===== src/rtl/kwdt_pkg.sv =====
package kwdt_pkg;

  typedef enum logic [1:0] {
    ACC_PLAIN = 2'd0,
    ACC_SET   = 2'd1,
    ACC_CLR   = 2'd2,
    ACC_NONE  = 2'd3
  } acc_kind_e;

  localparam int unsigned EN_POS   = 15;
  localparam int unsigned WIN_POS  = 0;
  localparam int unsigned CS_LSB   = 6;
  localparam int unsigned PS_LSB   = 8;
  localparam int unsigned FLAG_POS = 4;

  // Expand four byte strobes into a 32-bit lane mask.
  function automatic logic [31:0] lane_mask(input logic [3:0] be);
    logic [31:0] m;
    for (int i = 0; i < 4; i++) m[8*i +: 8] = {8{be[i]}};
    return m;
  endfunction

  // Apply one access of the given kind to a register word.
  function automatic logic [31:0] apply_access(input logic [31:0] cur,
                                               input logic [31:0] data,
                                               input logic [3:0]  be,
                                               input acc_kind_e   kind,
                                               input logic [31:0] wmask);
    logic [31:0] m;
    m = lane_mask(be) & wmask;
    case (kind)
      ACC_PLAIN: return (cur & ~m) | (data & m);
      ACC_SET:   return cur | (data & m);
      ACC_CLR:   return cur & ~(data & m);
      default:   return cur;
    endcase
  endfunction

endpackage


===== src/rtl/kwdt_busdec.sv =====
module kwdt_busdec
  import kwdt_pkg::*;
#(
  parameter int unsigned ADDR_W = 8,
  parameter logic [15:0] KEY    = 16'h5743
) (
  input  logic [ADDR_W-1:0] addr,
  input  logic              we,
  input  logic [3:0]        be,
  input  logic [15:0]       wdata_hi,
  input  logic              blackout,
  output acc_kind_e         ctrl_kind,
  output acc_kind_e         stat_kind,
  output logic              key_hit,
  output logic              rd_ctrl,
  output logic              rd_stat
);

  logic [2:0] word;
  logic       in_range;
  logic       aligned;
  logic       wr_ok;
  logic       key_form;

  assign word     = addr[4:2];
  assign in_range = (addr[ADDR_W-1:5] == '0);
  assign aligned  = (addr[1:0] == 2'b00);
  assign wr_ok    = we && in_range && aligned && !blackout;

  // Half-word key: strobes on the upper lanes only, byte address 0x00 or 0x02.
  assign key_form = we && in_range && (word == 3'd0) && !addr[0] &&
                    (be == 4'b1100) && (wdata_hi == KEY);
  assign key_hit  = key_form && !blackout;

  assign ctrl_kind = (wr_ok && !word[2]) ? acc_kind_e'(word[1:0]) : ACC_NONE;
  assign stat_kind = (wr_ok &&  word[2]) ? acc_kind_e'(word[1:0]) : ACC_NONE;

  assign rd_ctrl = in_range && aligned && (word == 3'd0);
  assign rd_stat = in_range && aligned && (word == 3'd4);

endmodule


===== src/rtl/kwdt_regs.sv =====
module kwdt_regs
  import kwdt_pkg::*;
#(
  parameter int unsigned PS_W  = 5,
  parameter logic [1:0]  CS_ID = 2'd1
) (
  input  logic            clk,
  input  logic            rst_n,
  input  acc_kind_e       ctrl_kind,
  input  acc_kind_e       stat_kind,
  input  logic [3:0]      be,
  input  logic [31:0]     wdata,
  input  logic            rd_ctrl,
  input  logic            rd_stat,
  input  logic            expire,
  output logic            on_q,
  output logic [PS_W-1:0] ps_q,
  output logic            on_rise,
  output logic            blackout,
  output logic [31:0]     rdata
);

  localparam logic [31:0] PS_FIELD = 32'(((1 << PS_W) - 1) << PS_LSB);
  localparam logic [31:0] CTRL_WM  = PS_FIELD | (32'd1 << EN_POS) | (32'd1 << WIN_POS);
  localparam logic [31:0] FLAG_M   = 32'd1 << FLAG_POS;
  localparam logic [31:0] CS_WORD  = 32'(CS_ID) << CS_LSB;

  logic [31:0] ctrl_q, ctrl_next;
  logic [31:0] stat_q, stat_next;
  logic        on_fall;

  always_comb begin
    ctrl_next = apply_access(ctrl_q, wdata, be, ctrl_kind, CTRL_WM);
    stat_next = apply_access(stat_q, wdata, be, stat_kind, FLAG_M);
    if (expire) stat_next = stat_next | FLAG_M;   // expiry wins over a clear
  end

  assign on_rise =  ctrl_next[EN_POS] && !ctrl_q[EN_POS];
  assign on_fall = !ctrl_next[EN_POS] &&  ctrl_q[EN_POS];

  always_ff @(posedge clk or negedge rst_n) begin
    if (!rst_n) begin
      ctrl_q   <= '0;
      stat_q   <= '0;
      blackout <= 1'b0;
    end else begin
      ctrl_q   <= ctrl_next;
      stat_q   <= stat_next;
      blackout <= on_fall;
    end
  end

  assign on_q = ctrl_q[EN_POS];
  assign ps_q = ctrl_q[PS_LSB +: PS_W];

  always_comb begin
    rdata = '0;
    if (!blackout) begin
      if (rd_ctrl)      rdata = ctrl_q | CS_WORD;
      else if (rd_stat) rdata = stat_q;
    end
  end

  // an expiry always leaves the flag set
  assert_flag_on_expiry_R9: assert property (@(posedge clk) disable iff (!rst_n)
    expire |=> stat_q[FLAG_POS]);

  // only a plain write or a clear may drop the flag
  assert_flag_sticky_R9: assert property (@(posedge clk) disable iff (!rst_n)
    (stat_q[FLAG_POS] && (stat_kind == ACC_SET || stat_kind == ACC_NONE)) |=> stat_q[FLAG_POS]);

  // nothing changes in the cycle after the enable fell
  assert_blackout_hold_R10: assert property (@(posedge clk) disable iff (!rst_n)
    blackout |=> ($stable(ctrl_q) && $stable(stat_q)));

endmodule


===== src/rtl/kwdt_counter.sv =====
module kwdt_counter #(
  parameter int unsigned PS_W     = 5,
  parameter int unsigned PRE_LOG2 = 5
) (
  input  logic            clk,
  input  logic            rst_n,
  input  logic            run,
  input  logic            restart,
  input  logic [PS_W-1:0] ps,
  output logic            expire,
  output logic            rst_req
);

  localparam int unsigned CNT_W = 1 << PS_W;

  logic [PRE_LOG2-1:0] pre_q;
  logic [CNT_W-1:0]    cnt_q;
  logic                halt_q;
  logic                tick;
  logic [CNT_W-1:0]    last_idx;

  // Index of the final tick for exponent p: 2^p - 1.
  function automatic logic [CNT_W-1:0] final_tick(input logic [PS_W-1:0] p);
    return (CNT_W'(1) << p) - CNT_W'(1);
  endfunction

  assign last_idx = final_tick(ps);
  assign tick     = &pre_q;
  assign expire   = run && !halt_q && !restart && tick && (cnt_q >= last_idx);

  always_ff @(posedge clk or negedge rst_n) begin
    if (!rst_n) begin
      pre_q   <= '0;
      cnt_q   <= '0;
      halt_q  <= 1'b0;
      rst_req <= 1'b0;
    end else begin
      rst_req <= expire;
      if (restart) begin
        pre_q  <= '0;
        cnt_q  <= '0;
        halt_q <= 1'b0;
      end else if (run && !halt_q) begin
        pre_q <= pre_q + 1'b1;
        if (tick) begin
          if (expire) begin
            cnt_q  <= '0;
            halt_q <= 1'b1;
          end else begin
            cnt_q <= cnt_q + 1'b1;
          end
        end
      end
    end
  end

  // a restart leaves both stages at zero
  assert_restart_clears_R5: assert property (@(posedge clk) disable iff (!rst_n)
    restart |=> (cnt_q == '0 && pre_q == '0));

  // after expiry the count is parked at zero
  assert_parked_zero_R8: assert property (@(posedge clk) disable iff (!rst_n)
    (halt_q && !restart) |=> (cnt_q == '0));

  // no advance while disabled
  assert_idle_when_off_R11: assert property (@(posedge clk) disable iff (!rst_n)
    (!run && !restart) |=> ($stable(cnt_q) && $stable(pre_q)));

endmodule


===== src/rtl/kwdt_top.sv =====
module kwdt_top
  import kwdt_pkg::*;
#(
  parameter int unsigned ADDR_W   = 8,
  parameter int unsigned PS_W     = 5,
  parameter int unsigned PRE_LOG2 = 5,
  parameter logic [1:0]  CS_ID    = 2'd1,
  parameter logic [15:0] KEY      = 16'h5743
) (
  input  logic              clk,
  input  logic              rst_n,
  input  logic [ADDR_W-1:0] bus_addr,
  input  logic              bus_we,
  input  logic [3:0]        bus_be,
  input  logic [31:0]       bus_wdata,
  output logic [31:0]       bus_rdata,
  output logic              wdt_reset_req
);

  acc_kind_e       ctrl_kind, stat_kind;
  logic            key_hit, rd_ctrl, rd_stat;
  logic            blackout, on_q, on_rise, expire, restart;
  logic [PS_W-1:0] ps_q;

  kwdt_busdec #(.ADDR_W(ADDR_W), .KEY(KEY)) u_dec (
    .addr(bus_addr), .we(bus_we), .be(bus_be), .wdata_hi(bus_wdata[31:16]),
    .blackout(blackout), .ctrl_kind(ctrl_kind), .stat_kind(stat_kind),
    .key_hit(key_hit), .rd_ctrl(rd_ctrl), .rd_stat(rd_stat)
  );

  kwdt_regs #(.PS_W(PS_W), .CS_ID(CS_ID)) u_regs (
    .clk(clk), .rst_n(rst_n), .ctrl_kind(ctrl_kind), .stat_kind(stat_kind),
    .be(bus_be), .wdata(bus_wdata), .rd_ctrl(rd_ctrl), .rd_stat(rd_stat),
    .expire(expire), .on_q(on_q), .ps_q(ps_q), .on_rise(on_rise),
    .blackout(blackout), .rdata(bus_rdata)
  );

  // key and R7 enable edge both restart; R6 other writes never reach here
  assign restart = key_hit || on_rise;

  kwdt_counter #(.PS_W(PS_W), .PRE_LOG2(PRE_LOG2)) u_cnt (
    .clk(clk), .rst_n(rst_n), .run(on_q), .restart(restart), .ps(ps_q),
    .expire(expire), .rst_req(wdt_reset_req)
  );

  // the request is a single-cycle pulse
  assert_single_pulse_R8: assert property (@(posedge clk) disable iff (!rst_n)
    wdt_reset_req |=> !wdt_reset_req);

  // a request is only raised while enabled
  assert_req_needs_enable_R4: assert property (@(posedge clk) disable iff (!rst_n)
    expire |-> on_q);

endmodule


===== config.mk =====
export PLATFORM = sky130hd
export DESIGN_NAME = kwdt_top
export DESIGN_NICKNAME = d
export VERILOG_FILES = /design/src/rtl/kwdt_pkg.sv /design/src/rtl/kwdt_busdec.sv /design/src/rtl/kwdt_regs.sv /design/src/rtl/kwdt_counter.sv /design/src/rtl/kwdt_top.sv
export SDC_FILE = /design/constraint.sdc
export NUM_CORES = 1
export LEC_CHECK = 0
export ABC_CLOCK_PERIOD_IN_PS = 4100
export BUFFER_PORTS_ARGS = -buffer_cell sky130_fd_sc_hd__buf_2
export CAP_MARGIN = 20
export CORE_UTILIZATION = 57
export CTS_CLUSTER_SIZE = 28
export DETAILED_ROUTE_END_ITERATION = 16
export PLACE_DENSITY = 0.86
export SLEW_MARGIN = 20
export SYNTH_ARGS = -nofsm -noshare
export SYNTH_HDL_FRONTEND = slang
export SYNTH_SLANG_ARGS = --single-unit

===== constraint.sdc =====
create_clock -name clk -period 4.1 [get_ports clk]
set_input_delay 0.41 -clock clk [delete_from_list [all_inputs] [get_ports clk]]
set_output_delay 0.41 -clock clk [all_outputs]
set_load 0.02 [all_outputs]

==> impl_results.md <==
- Drt pass-1 iters: 5
- Clock Latency Late Sink: about 0.31 ns
- Port-buffer cells: between 40 and 50
- P_leak: 1.89 nW
- Initial core utilization: approximately three fifths
- Area Growth Syn to Fin: 9.98%
- Routed length on met3: 424 um
- CP Capture Type: flip-flop
- CTS-repair resized insts: 0
- Initial antenna violation count: 0
- Final min period: 3.72 ns
- Die width: ~87 um
- GPL Wtd Cong: about 0.95
- Post-DP Area: ~4300 um2
- Vias in the first global route: roughly 3500
- Min setup slack post-route: approximately 0.38 ns
- Total chip power: approximately 0.0013 W
- Post-layout instance area: 4510 um2
- Core footprint: around 7000 um2
- Most frequent cells in the layout: nor2_1 (48), dfrtp_1 (48), buf_2 (47)
- Required time of the critical path: between 4 and 5 ns
- R2R Setup Slk: between 0.3 and 0.4 ns
- Post-CTS Setup Inserts: 0
- Hold Vio Cnt, Final: 0
- Mapped Cells: ~490
- Nets@finish: a little over 600
- Root Driver: clkbuf_8
- FFs w/ async S/R, synth: 100%
- H-tree levels: 2
- Pre-CTS setup slack: 0.443 ns
- Cell taking the most area after synthesis: dfrtp_1
- Reg2reg start: u_regs.ctrl_q[10]
- Diode count: 0
- Vias: around 3700
- RSZ-0062 raised after global routing: false
- Hpwl dp: 7470 um
- Worst hold slack: just over 0.1 ns
- Worst EP arrival: between 3 and 4 ns
- Layout cells sized above 1: between 10% and 20%
- Post-synth cell types: between 60 and 70
- CTS hold repair buffers: 0
- Die ar.: around 7500 um2
- Worst setup path category: flip-flop to flip-flop
- Reg2reg end: u_regs.stat_q[4]
- Wire per inst: ~16 um
- Crit Path Max Fanout: 11
- Setup Viol. Count Final: 0
- Layout Skew: around 0.013 ns
- Synth top area share: between 20% and 30%
- Slew at the pin with the worst max-slew slack: between 1 and 1.5 ns
- Vias per cell: 5.92
- Pwr Density: 292 nW/um2
- Outcome: completed
- Drc violations: 0
- Clock sink total: 48
- Met2 routed WL: between 5000 and 6000 um
- CTS clock-pin slew for the worst setup and hold paths: approximately 0.10 ns
- Main area contributors after synthesis: dfrtp_1 (29%), ha_1 (12%), xnor2_1 (5.1%)
- Setup tns final: 0 ns
- FF-to-FF path depth: 15
- Register area share after synthesis: just under 30%
- Global Route Usage Sum: between 20% and 30%
- Tcrit/Tclk final: between 90% and 100%
- I/O Pins: 80
- Final ANT Viol Nets: 0
- Global-route wire length before repair: ~16000 um
- Netlist Area Pre-Place: roughly 4100 um2
- Final slew viol count: 0
- Fmax: roughly 0.27 GHz
- Cts bufs inserted: 5
- Initial drt markers: roughly 260
- Hold WC Path Type: input port to async pin
- WL met1: about 4200 um
- Worst slew margin: about 29%
- Main synth FF type: dfrtp_1
- TritonCTS clock tree: built
- Wirelength, routed: 9910 um
- Overflow after GRT: 0
- Die Ht: slightly below 90 um
- Post-synth EDFFs: 0
- Count of warnings emitted by yosys: 0
- Largest net degree at the start of global routing: 49
- # Max-Cap Violations: 0
- Maximum vdd drop: between 0.15 and 0.2 mV
- Highest routed layer: met4
- Startpoint types: flip-flop
- Seq cells post-synth: 48
- Syn avg cell area: 8.40 um2
- Standard-cell rows: 30
- Clk buf depth: 2
## critical path: stages, from the launching register on
cell	delay [ns]
dfrtp_1	0.51
nor3_1	0.28
nand3b_1	0.12
ha_1	0.35
nor2_1	0.32
a41oi_1	0.16
o22a_1	0.25
ha_1	0.29
nand2_1	0.08
nor3_1	0.05
buf_4	0.15
a221oi_1	0.38
a311o_2	0.27
and2_1	0.18
buf_4	0.14
o21ai_0	0.07
## through the flow
step                      utilization, %  instances
final                               65.6        628
after CTS                           65.6        628
after global routing                65.6        628
after detailed placement            63.3        620
after global placement              63.3        620
after floorplan                        -        510
## layout make-up
type                       instances  area [um2]
tap                               96         120
inverter                          13        48.8
clock inverter                     3        90.1
multi-input combinational        404        2640
clock buffer                       5        68.8
fill                             559        2360
sequential                        48        1200
timing repair buffer              59         338
## state kept, by name, indices dropped and copies added, names as in the netlist
signal and count:
u_cnt.rst_req 1, u_regs.stat_q 1, u_cnt.halt_q 1, u_regs.blackout 1, u_cnt.pre_q 5, u_cnt.cnt_q 32
u_regs.ctrl_q 7
## cell families after synthesis
group                      Yosys count  share of synthesized area, %
DFF                                 48                          29.3
buffers and inverters               58                          8.27
and+or+nand+nor                    218                          29.3
adders and majority gates           39                          11.9
other                                2                         0.183
xor gates and xnor gates            31                          6.62
AOI/OAI and AO/OA                   92                          14.4
## metal layers
metal  vias to the layer above  global-route usage (%)
met5                         -                       0
met3                        11                    3.33
met4                         0                    6.97
met2                       114                    49.0
li1                       1796                       -
met1                      1794                    34.7
## how the worst max path moves through the flow
stage | from | endpoint | slack, ns | cells after the start
after global routing | u_regs.ctrl_q[10] | u_regs.stat_q[4] | 0.08 | 16
after global placement | u_regs.ctrl_q[10] | u_regs.stat_q[4] | 0.46 | 15
after detailed placement | u_regs.ctrl_q[10] | u_regs.stat_q[4] | 0.44 | 16
after floorplan | u_regs.ctrl_q[11] | u_cnt.cnt_q[1] | 0.50 | 15
after CTS | u_regs.ctrl_q[10] | u_regs.stat_q[4] | 0.40 | 15
final | u_regs.ctrl_q[10] | u_regs.stat_q[4] | 0.38 | 15
## synthesized netlist by cell type, types with 2 or more instances
library cell  count
buf_2             4
and3b_1           2
buf_1             2
nand3b_1          4
xor2_1            7
inv_1            13
nor2_1           48
nand4_1          18
nor3_1           27
nor4_2            3
a21oi_1          28
nor4b_2           3
clkbuf_1         12
o21ai_0          27
nand2b_1          6
buf_6             4
ha_1             39
buf_4            23
nor4b_1           3
nor4bb_1          2
o41ai_1           2
dfrtp_1          48
xnor2_1          24
nand3_1          22
and4_1            2
nor2b_1           3
nand2_1          39
a32oi_1           2
o31ai_1           2
a22o_1            9
a31oi_1           3
and3_1           10
or2_2             2
nor3b_1           2
o32a_1            2
conb_1            2
or3_1             2
a21o_1            3
nor4_1            2
and2_1            9
## report_power, final
group          internal (W)  switching, W  total [W]
Combinational      0.000126      0.000188   0.000313
Clock              0.000305      0.000168   0.000473
Sequential         0.000499     0.0000335   0.000532
Power figures use the tool's default switching activity.
